File: src/rtl/shift_fifo_pkg.sv
package shift_fifo_pkg;

   typedef enum logic [1:0] {
      SF_IDLE = 2'b00,
      SF_PUSH = 2'b01,
      SF_POP  = 2'b10,
      SF_BOTH = 2'b11
   } sf_op_e;

   function automatic int sf_addr_bits(input int depth);
      return $clog2(depth);
   endfunction

endpackage

File: src/rtl/shift_fifo_ctrl.sv
module shift_fifo_ctrl
   import shift_fifo_pkg::*;
#(
   parameter int DEPTH = 16,
   localparam int AW = sf_addr_bits(DEPTH),
   localparam int CW = AW + 1
) (
   input  logic          clk,
   input  logic          rst,
   input  logic          push,
   input  logic          pop,
   output logic          shift_en,
   output logic [AW-1:0] rd_addr,
   output logic          empty,
   output logic          full
);

   logic [CW-1:0] occ_q;
   logic          take_push;
   logic          take_pop;
   sf_op_e        op;

   assign empty     = occ_q[CW-1];
   assign full      = (occ_q == CW'(DEPTH - 1));
   assign take_push = push & ~full;
   assign take_pop  = pop & ~empty;
   assign op        = sf_op_e'({take_pop, take_push});
   assign shift_en  = take_push;
   assign rd_addr   = occ_q[AW-1:0];

   always_ff @(posedge clk) begin
      if (rst) begin
         occ_q <= '1;
      end else begin
         unique case (op)
            SF_PUSH: occ_q <= occ_q + 1'b1;
            SF_POP:  occ_q <= occ_q - 1'b1;
            default: occ_q <= occ_q;
         endcase
      end
   end

   assert_reset_empty_R1: assert property (@(posedge clk)
      $past(rst) |-> (empty && !full));

   assert_count_up_R2: assert property (@(posedge clk) disable iff (rst)
      (push && !pop && !full) |=> (occ_q == $past(occ_q) + 1'b1));

   assert_count_down_R3: assert property (@(posedge clk) disable iff (rst)
      (pop && !push && !empty) |=> (occ_q == $past(occ_q) - 1'b1));

   assert_flags_excl_R6: assert property (@(posedge clk) disable iff (rst)
      !(empty && full));

   assert_both_hold_R7: assert property (@(posedge clk) disable iff (rst)
      (push && pop && !empty && !full) |=> $stable(occ_q));

   assert_no_overflow_R8: assert property (@(posedge clk) disable iff (rst)
      (full && push && !pop) |=> (full && $stable(occ_q)));

   assert_no_underflow_R9: assert property (@(posedge clk) disable iff (rst)
      (empty && pop && !push) |=> (empty && $stable(occ_q)));

   assert_first_word_R10: assert property (@(posedge clk) disable iff (rst)
      (empty && push) |=> (!empty && occ_q == '0));

endmodule

File: src/rtl/shift_fifo_lane.sv
module shift_fifo_lane #(
   parameter int DEPTH = 16,
   localparam int AW = $clog2(DEPTH)
) (
   input  logic          clk,
   input  logic          rst,
   input  logic          shift_en,
   input  logic          din,
   input  logic [AW-1:0] addr,
   output logic          dout
);

   logic [DEPTH-1:0] taps_q;

   always_ff @(posedge clk) begin
      if (shift_en) begin
         taps_q <= {taps_q[DEPTH-2:0], din};
      end
   end

   assign dout = taps_q[addr];

   assert_tap0_load_R2: assert property (@(posedge clk) disable iff (rst)
      shift_en |=> (taps_q[0] == $past(din)));

   assert_taps_hold_R3: assert property (@(posedge clk) disable iff (rst)
      !shift_en |=> $stable(taps_q));

endmodule

File: src/rtl/shift_fifo.sv
module shift_fifo
   import shift_fifo_pkg::*;
#(
   parameter int WIDTH = 8,
   parameter int DEPTH = 16,
   localparam int AW = sf_addr_bits(DEPTH)
) (
   input  logic             clk,
   input  logic             rst,
   input  logic             push,
   input  logic [WIDTH-1:0] wr_data,
   input  logic             pop,
   output logic [WIDTH-1:0] rd_data,
   output logic             empty,
   output logic             full
);

   if (DEPTH < 2 || (DEPTH & (DEPTH - 1)) != 0) begin : g_bad_depth
      $error("shift_fifo: DEPTH must be a power of two of at least 2");
   end
   if (WIDTH < 1) begin : g_bad_width
      $error("shift_fifo: WIDTH must be at least 1");
   end

   logic          shift_en;
   logic [AW-1:0] rd_addr;

   shift_fifo_ctrl #(.DEPTH(DEPTH)) u_ctrl (
      .clk      (clk),
      .rst      (rst),
      .push     (push),
      .pop      (pop),
      .shift_en (shift_en),
      .rd_addr  (rd_addr),
      .empty    (empty),
      .full     (full)
   );

   for (genvar b = 0; b < WIDTH; b++) begin : g_lane
      shift_fifo_lane #(.DEPTH(DEPTH)) u_lane (
         .clk      (clk),
         .rst      (rst),
         .shift_en (shift_en),
         .din      (wr_data[b]),
         .addr     (rd_addr),
         .dout     (rd_data[b])
      );
   end

   assert_head_stable_R4: assert property (@(posedge clk) disable iff (rst)
      (!push && !pop && !empty) |=> $stable(rd_data));

endmodule

File: config.mk
export PLATFORM = sky130hd
export DESIGN_NAME = shift_fifo
export DESIGN_NICKNAME = d
export VERILOG_FILES = /design/src/rtl/shift_fifo_pkg.sv /design/src/rtl/shift_fifo_ctrl.sv /design/src/rtl/shift_fifo_lane.sv /design/src/rtl/shift_fifo.sv
export SDC_FILE = /design/constraint.sdc
export NUM_CORES = 1
export LEC_CHECK = 0
export BUFFER_PORTS_ARGS = -buffer_cell sky130_fd_sc_hd__buf_2
export CAP_MARGIN = 0
export CORE_UTILIZATION = 38
export CTS_CLUSTER_SIZE = 14
export DETAILED_ROUTE_END_ITERATION = 10
export SYNTH_ARGS = -nofsm -noshare
export SYNTH_HDL_FRONTEND = slang
export SYNTH_SLANG_ARGS = --single-unit
export TNS_END_PERCENT = 30
File: constraint.sdc
create_clock -name clk -period 9.3 [get_ports clk]
set_input_delay 1.86 -clock clk [delete_from_list [all_inputs] [get_ports clk]]
set_output_delay 1.86 -clock clk [all_outputs]
set_load 0.02 [all_outputs]
Word-level counts from Yosys, hierarchy flattened

Index checks and enable logic that the tools add are counted.
Widths: inputs -> output; s select.

Flip-flop bits (word level): 133

Add/subtract/negate cells: 2
Order comparisons: 1
Equal/unequal tests: 3
Muxes and demuxes: 17
Bitwise logic cells: 4
Reductions and logical operators: 1

Operators with widths:

| kind                | count |
|---|---|
| $bmux 1 s4          | 8 |
| $pmux 5 s2          | 1 |
| $mux 1              | 8 |
| $add 5x1->5 const B | 1 |
| $eq 5x4->1 const B  | 1 |
| $lt 4x5->1 const B  | 1 |
| $sub 5x1->5 const B | 1 |
| $and 1x1->1         | 2 |
| $eq 2x1->1 const B  | 1 |
| $eq 2x2->1 const B  | 1 |
| $not 1->1           | 2 |
| $reduce_bool 2->1   | 1 |

Longest topological paths before layout

Gate-level depths: netlist of the first run.

Depth after elaboration: 5
Depth in mapped cells: 12
Mapped depth without buffers: 11

Hierarchy

A second synthesis of the first run with hierarchy kept.

Cells, all modules: 226
Area, all modules: 5285.1 um^2

Modules (own cells, without submodules):

| module          | times used | cells an instance | area each (um^2) |
|---|---|---|---|
| shift_fifo_lane | 8          | 23                | 615.6 |
| shift_fifo_ctrl | 1          | 42                | 360.3 |

Worst setup path before layout of the first run

Ideal clock, no wire load.

Kind: input-to-reg
Start point: in push
End point: reg g_lane[0].u_lane.taps_q[0] (enable)
Library setup time: 0.481 ns
Arrival: 4.415 ns
Path slack: 4.403 ns
Stages on the path: 2
Buffers on the path: 0
Cells stage by stage: nand2b_1 > inv_1

Cells in the longest elaborated chain, start to end: 1

Ends and longest elaborated chain:

| what                                | RTL line              | RTL |
|---|---|---|
| from (decl)                         | shift_fifo.sv:10      | `input logic push,` |
| $and 1x1->1                         | shift_fifo_ctrl.sv:25 | `assign take_push = push & ~full;` |
| named net g_lane[0].u_lane.shift_en | shift_fifo_lane.sv:7  | `input logic shift_en,` |
| to (signal assigned)                | shift_fifo_lane.sv:17 | `taps_q <= {taps_q[DEPTH-2:0], din};` |
| to (decl)                           | shift_fifo_lane.sv:13 | `logic [DEPTH-1:0] taps_q;` |

The timed path passes the listed nets, and every way through them passes these cells.
A chain may end at the register's enable or synchronous reset.

Worst setup path after layout of the first run

Start point: reg u_ctrl.occ_q[0]
End point: out rd_data[7]

Cells in the longest elaborated chain, start to end: 2

Ends and longest elaborated chain:

| what                         | RTL line              | RTL |
|---|---|---|
| from (decl)                  | shift_fifo_ctrl.sv:18 | `logic [CW-1:0] occ_q;` |
| from (signal assigned)       | shift_fifo_ctrl.sv:36 | `SF_PUSH: occ_q <= occ_q + 1'b1;` |
| from (signal assigned)       | shift_fifo_ctrl.sv:37 | `SF_POP: occ_q <= occ_q - 1'b1;` |
| from (signal assigned)       | shift_fifo_ctrl.sv:38 | `default: occ_q <= occ_q;` |
| $bmux 1 s4                   | shift_fifo_lane.sv:21 | `assign dout = taps_q[addr];` |
| $mux 1 (implied by the code) | shift_fifo_lane.sv:21 |  |
| to (decl)                    | shift_fifo.sv:13      | `output logic [WIDTH-1:0] rd_data,` |

No other way between the ends. The select of a mux whose other input is x is not followed.

==> flow_summary.json, run 1 <==
{
  "outcome": "finished, final reports clean",
  "tritoncts": "yes",
  "start_kind": "flop",
  "cts_resized": 0,
  "initialDrtViolationCount": 230,
  "cts_setup_buffers": 0,
  "n_fill_cell": 1142,
  "clkLatencyLatePin_ns": 0.42,
  "syn_area_per_cell_sq_um": 21.6,
  "seqCellArea_sq_um": 3950,
  "hold_viol_final": 0,
  "netlist_area_sq_um": 5370,
  "synth_top_area_share": 0.716,
  "rsz0062_at_grt": "no",
  "slew_violations": 0,
  "multiInputGateArea_sq_um": 1200,
  "clk_pin_slew_worst_paths_ns": 0.06,
  "synth_seq_cells": 133,
  "synth.area.top_cells": "edfxtp_1, mux4_1, mux4_2, a22oi_1, dfxtp_1",
  "layout_common_cells": "edfxtp_1, buf_2, mux4_1, clkbuf_16, a22oi_1",
  "setup_violations": 0,
  "core.rowCount": 43,
  "post-place-ws_ns": 5.26,
  "wl_per_cell_microns": 18.2,
  "arrival_ns": 2.56,
  "synth_fp_nets": 265,
  "num_vias": 2410,
  "max_clock_freq_ghz": 0.226,
  "p_leak_uw": 0.00221,
  "finalCritPeriodShare": 0.475,
  "yosys_warnings": 0,
  "crit_fanout": 20,
  "num_antenna_cells": 0,
  "ctsHoldBuffers": 0,
  "area_delta_synth_final_pct": 14.5,
  "ant_nets": 0,
  "io_buffers": 21,
  "initial_core_util": 0.388,
  "layout_commonest_cell": "edfxtp_1",
  "synth-seq-area-share": 0.735,
  "gr-total-overflow": 0,
  "grt_pass1_wl_microns": 13700,
  "htreeDepth": 4,
  "dpl.hpwl_microns": 4750,
  "gp_congestion": 0.688,
  "grt_util_all_layers": 0.130,
  "cts_made_buffers": 17,
  "dp.cells": 432,
  "drt_first_pass_iters": 4,
  "dieArea_sq_um": 14600,
  "antenna_found_initial": 0,
  "worstPathRequired_ns": 7.44,
  "first_global_vias": 2434,
  "synth_cell_types": 27,
  "min_path_type": "reg -> reg",
  "instances_no_fill": 464,
  "clock_sinks": 133,
  "core-area_sq_um": 13800,
  "critPathKind": "reg -> out",
  "syn_inst": 248,
  "cts_root_buf": "clkbuf_16",
  "viasPerCell": 5.19,
  "io_pins": 22,
  "layout.nets": 288,
  "p_per_area_nw_per_um2": 335,
  "drive_gt1_frac": 0.250,
  "yosysTopAreaCell": "edfxtp_1",
  "fin_ws_ns": 4.88,
  "slew_headroom": 0.265,
  "setup_tns_ns": 0,
  "fin_total_pwr_uw": 2060,
  "worst_pin_slew_ns": 1.10,
  "max-clock-path-buffers": 2,
  "finClkSkew_ns": 0.00398,
  "routed_wl_microns": 8440,
  "vdd_drop_max_uv": 142,
  "end_kind": "output port",
  "max_cap_viol_count": 0,
  "fp.dieH_microns": 121,
  "min_period_ns": 4.42,
  "remaining_drc_errors": 0,
  "die_w_microns": 121,
  "grt_max_degree": 89
}
[cell type report]
| class | instances | share of cell area |
|---|---|---|
| timing repair buffer | 24 | 0.0208 |
| clock inverter | 15 | 0.0344 |
| multi-input combinational | 91 | 0.195 |
| clock buffer | 17 | 0.0692 |
| sequential | 133 | 0.642 |
| tap | 180 | 0.0366 |
| inverter | 4 | 0.00285 |
[power breakdown]
group          internal (uW)  total (uW)  switching [uW]  leakage, uW
clock                    472         718             246     0.000301
combinational            218         480             262     0.000617
sequential               798         864            66.0      0.00129
[registers in the layout (all words and copies together) (netlist names)]
signal / flops
u_ctrl.occ_q: 5
g_lane.u_lane.taps_q: 128
[metrics by stage]
step | hold slack [ns] | cell area, sq um | util
2_1_floorplan | 0.417 | 5370 | -
3_3_place_gp | 0.422 | 5510 | 0.399
3_5_place_dp | 0.426 | 5510 | 0.399
4_1_cts | 0.440 | 6150 | 0.445
5_1_grt | 0.453 | 6150 | 0.445
6_report | 0.441 | 6150 | 0.445
[path summary, 6_finish.rpt]
kind                                            startpoint                         end  slack, ns  depth (start not counted)
worst min-delay path            g_lane[1].u_lane.taps_q[1]  g_lane[1].u_lane.taps_q[2]       0.44                          0
worst max register to register             u_ctrl.occ_q[2]             u_ctrl.occ_q[4]       6.35                         11
worst max-delay path                       u_ctrl.occ_q[0]                  rd_data[7]       4.88                          5
worst min register to register  g_lane[1].u_lane.taps_q[1]  g_lane[1].u_lane.taps_q[2]       0.44                          0
[cell families after synthesis]
group                    count (synthesis)  share of synthesized area
flip-flops                             133                      0.735
multiplexers                            35                      0.153
AND/OR/NAND/NOR                         25                     0.0226
buffers and inverters                   24                     0.0424
AO/OA/AOI/OAI                           23                     0.0294
adder cells (fa/ha/maj)                  5                     0.0131
XOR/XNOR                                 3                    0.00489
[metal layers]
layer,GRT usage,vias up,share of wire
li1,-,1074,-
met1,0.184,1273,0.48
met2,0.180,50,0.46
met3,0.0484,13,0.042
met4,0.0556,0,0.013
met5,0,-,0
[worst max-delay path: stages, from the launching register on]
cell and delay, ns:
dfxtp_2 0.63, buf_4 0.44, mux4_1 0.62, a22oi_1 0.19
nand2_1 0.08, buf_2 0.17
[synthesized netlist by cell type (all sizes together)]
master / n
a21o: 1
a21oi: 4
a22oi: 16
and2: 1
and2b: 1
buf: 13
clkbuf: 5
clkdlybuf4s25: 2
dfxtp: 5
edfxtp: 128
fa: 1
ha: 4
inv: 4
mux2i: 3
mux4: 32
nand2: 8
nand2b: 3
nand3: 1
nor2: 7
nor2b: 3
o21ai: 2
or2: 1
xor2: 3
No activity file was read; power rests on OpenSTA's default activity.
==> inputs of run 2 (changes only) <==
- clock period: 9.3 -> 4.4 ns (I/O delays scaled with it)
==> run 2 against run 1 <==
Count of clock-buffer cells in the layout increased by 2. Cell count increased by 0.22%. Global-route usage increased by 0.20 points. Power increased by 100%. Sequential cell count unchanged.
==> flow_summary.json, run 2 (same netlist as run 1, synthesis figures left out) <==
{
  "cts_made_buffers": 17,
  "max_clock_freq_ghz": 0.292,
  "met3_usage": 0.0423,
  "first_global_vias": 2505,
  "dieArea_sq_um": 14600,
  "rsz0062_at_grt": "no",
  "cts_resized": 0,
  "start_kind": "flop",
  "p_per_area_nw_per_um2": 689,
  "crit_fanout": 23,
  "arrival_ns": 2.54,
  "min_period_ns": 3.42,
  "multiInputGateArea_sq_um": 1200,
  "clock_sinks": 133,
  "antenna_found_initial": 0,
  "max_cap_viol_count": 0,
  "grt_util_all_layers": 0.132,
  "vdd_drop_max_uv": 371,
  "fp.dieH_microns": 121,
  "finalCritPeriodShare": 0.778,
  "clkLatencyLatePin_ns": 0.41,
  "gp_congestion": 0.694,
  "path_cells": "buf_4 > mux4_1 > a22oi_1 > nand2_1 > buf_2",
  "worst_pin_slew_ns": 0.982,
  "cts_setup_buffers": 0,
  "grt_pass1_wl_microns": 14000,
  "seqCellArea_sq_um": 3950,
  "htreeDepth": 4,
  "layout_commonest_cell": "edfxtp_1",
  "top_register": "g_lane.u_lane.taps_q",
  "slowest_stage": "dfxtp_2",
  "cts_root_buf": "clkbuf_16",
  "min_path_type": "reg -> reg",
  "hold_viol_final": 0,
  "remaining_drc_errors": 0,
  "finalInstanceArea_sq_um": 6090,
  "end_kind": "output port",
  "layout.nets": 289,
  "outcome": "finished, final reports clean",
  "setup_violations": 0,
  "core.rowCount": 43,
  "use_met1": 0.190,
  "layout_common_cells": "edfxtp_1, buf_2, mux4_1, clkbuf_16, a22oi_1",
  "ctsHoldBuffers": 0,
  "place_area_sq_um": 5520,
  "drive_gt1_frac": 0.253,
  "clk_pin_slew_worst_paths_ns": 0.05,
  "num_vias": 2373,
  "drt_first_pass_iters": 4,
  "gr-max-usage-layer": "met1",
  "reg.largest.list": "g_lane.u_lane.taps_q (128), u_ctrl.occ_q (5)",
  "wl_per_cell_microns": 18.5,
  "max_stage_delay_ns": 0.81,
  "grt_max_degree": 82,
  "slew_violations": 0,
  "initial_core_util": 0.388,
  "area_delta_synth_final_pct": 13.4,
  "n_fill_cell": 1185,
  "initialDrtViolationCount": 261,
  "critPathKind": "reg -> out",
  "io_buffers": 21,
  "met2_usage": 0.184,
  "gr-total-overflow": 0,
  "routed_wl_microns": 8620,
  "largest_reg_flops": 128,
  "finClkSkew_ns": 0.0109,
  "p_leak_uw": 0.00219,
  "die_w_microns": 121,
  "max-clock-path-buffers": 2,
  "dpl.hpwl_microns": 4870,
  "worstPathRequired_ns": 3.52,
  "viasPerCell": 5.10,
  "io_pins": 22,
  "tritoncts": "yes",
  "setup_tns_ns": 0,
  "num_antenna_cells": 0,
  "core-area_sq_um": 13800,
  "ant_nets": 0,
  "slew_headroom": 0.345
}
==> run 2: per-layer routing <==
layer  vias up  share of wire
met3         6          0.034
met1      1253           0.50
met2        37           0.46
met5         -              0
met4         0         0.0086
li1       1077              -
==> run 2: final cells by class <==
type,count,share of cell area
Clock buffer,19,0.0711
Tap cell,180,0.0370
Clock inverter,13,0.0220
Sequential cell,133,0.648
Inverter,4,0.00288
Multi-Input combinational cell,91,0.197
Timing Repair Buffer,25,0.0222
==> run 2: per-stage QoR <==
stage,power (uW),std cells,worst slack (ns),util,hold WS [ns]
global route,4400,465,0.839,0.440,0.442
finish,4190,465,0.977,0.440,0.437
detailed placement,2880,433,1.34,0.399,0.429
CTS,4240,465,0.934,0.440,0.436
global placement,2860,433,1.37,0.399,0.421
floorplan,2780,248,0.400,-,0.417
==> run 2: worst paths after layout <==
path	from	endpoint	slack, ns	cells after the start
setup / recovery	u_ctrl.occ_q[0]	rd_data[5]	0.98	5
hold / removal	g_lane[7].u_lane.taps_q[1]	g_lane[7].u_lane.taps_q[2]	0.44	0
setup reg to reg	u_ctrl.occ_q[0]	u_ctrl.occ_q[4]	1.38	10
hold reg to reg	g_lane[7].u_lane.taps_q[1]	g_lane[7].u_lane.taps_q[2]	0.44	0
==> run 2: critical path, delay by kind of cell, from the launching register on <==
kind / cells / cell delay [ns]
multiplexers: 1 / 0.57
AND/OR/NAND/NOR: 1 / 0.10
buffers and inverters: 2 / 0.47
AO/OA/AOI/OAI: 1 / 0.19
flip-flops: 1 / 0.81
==> run 2: where the power goes <==
part	internal (uW)	switching, uW
clock network	831	512
logic	464	544
registers	1690	156
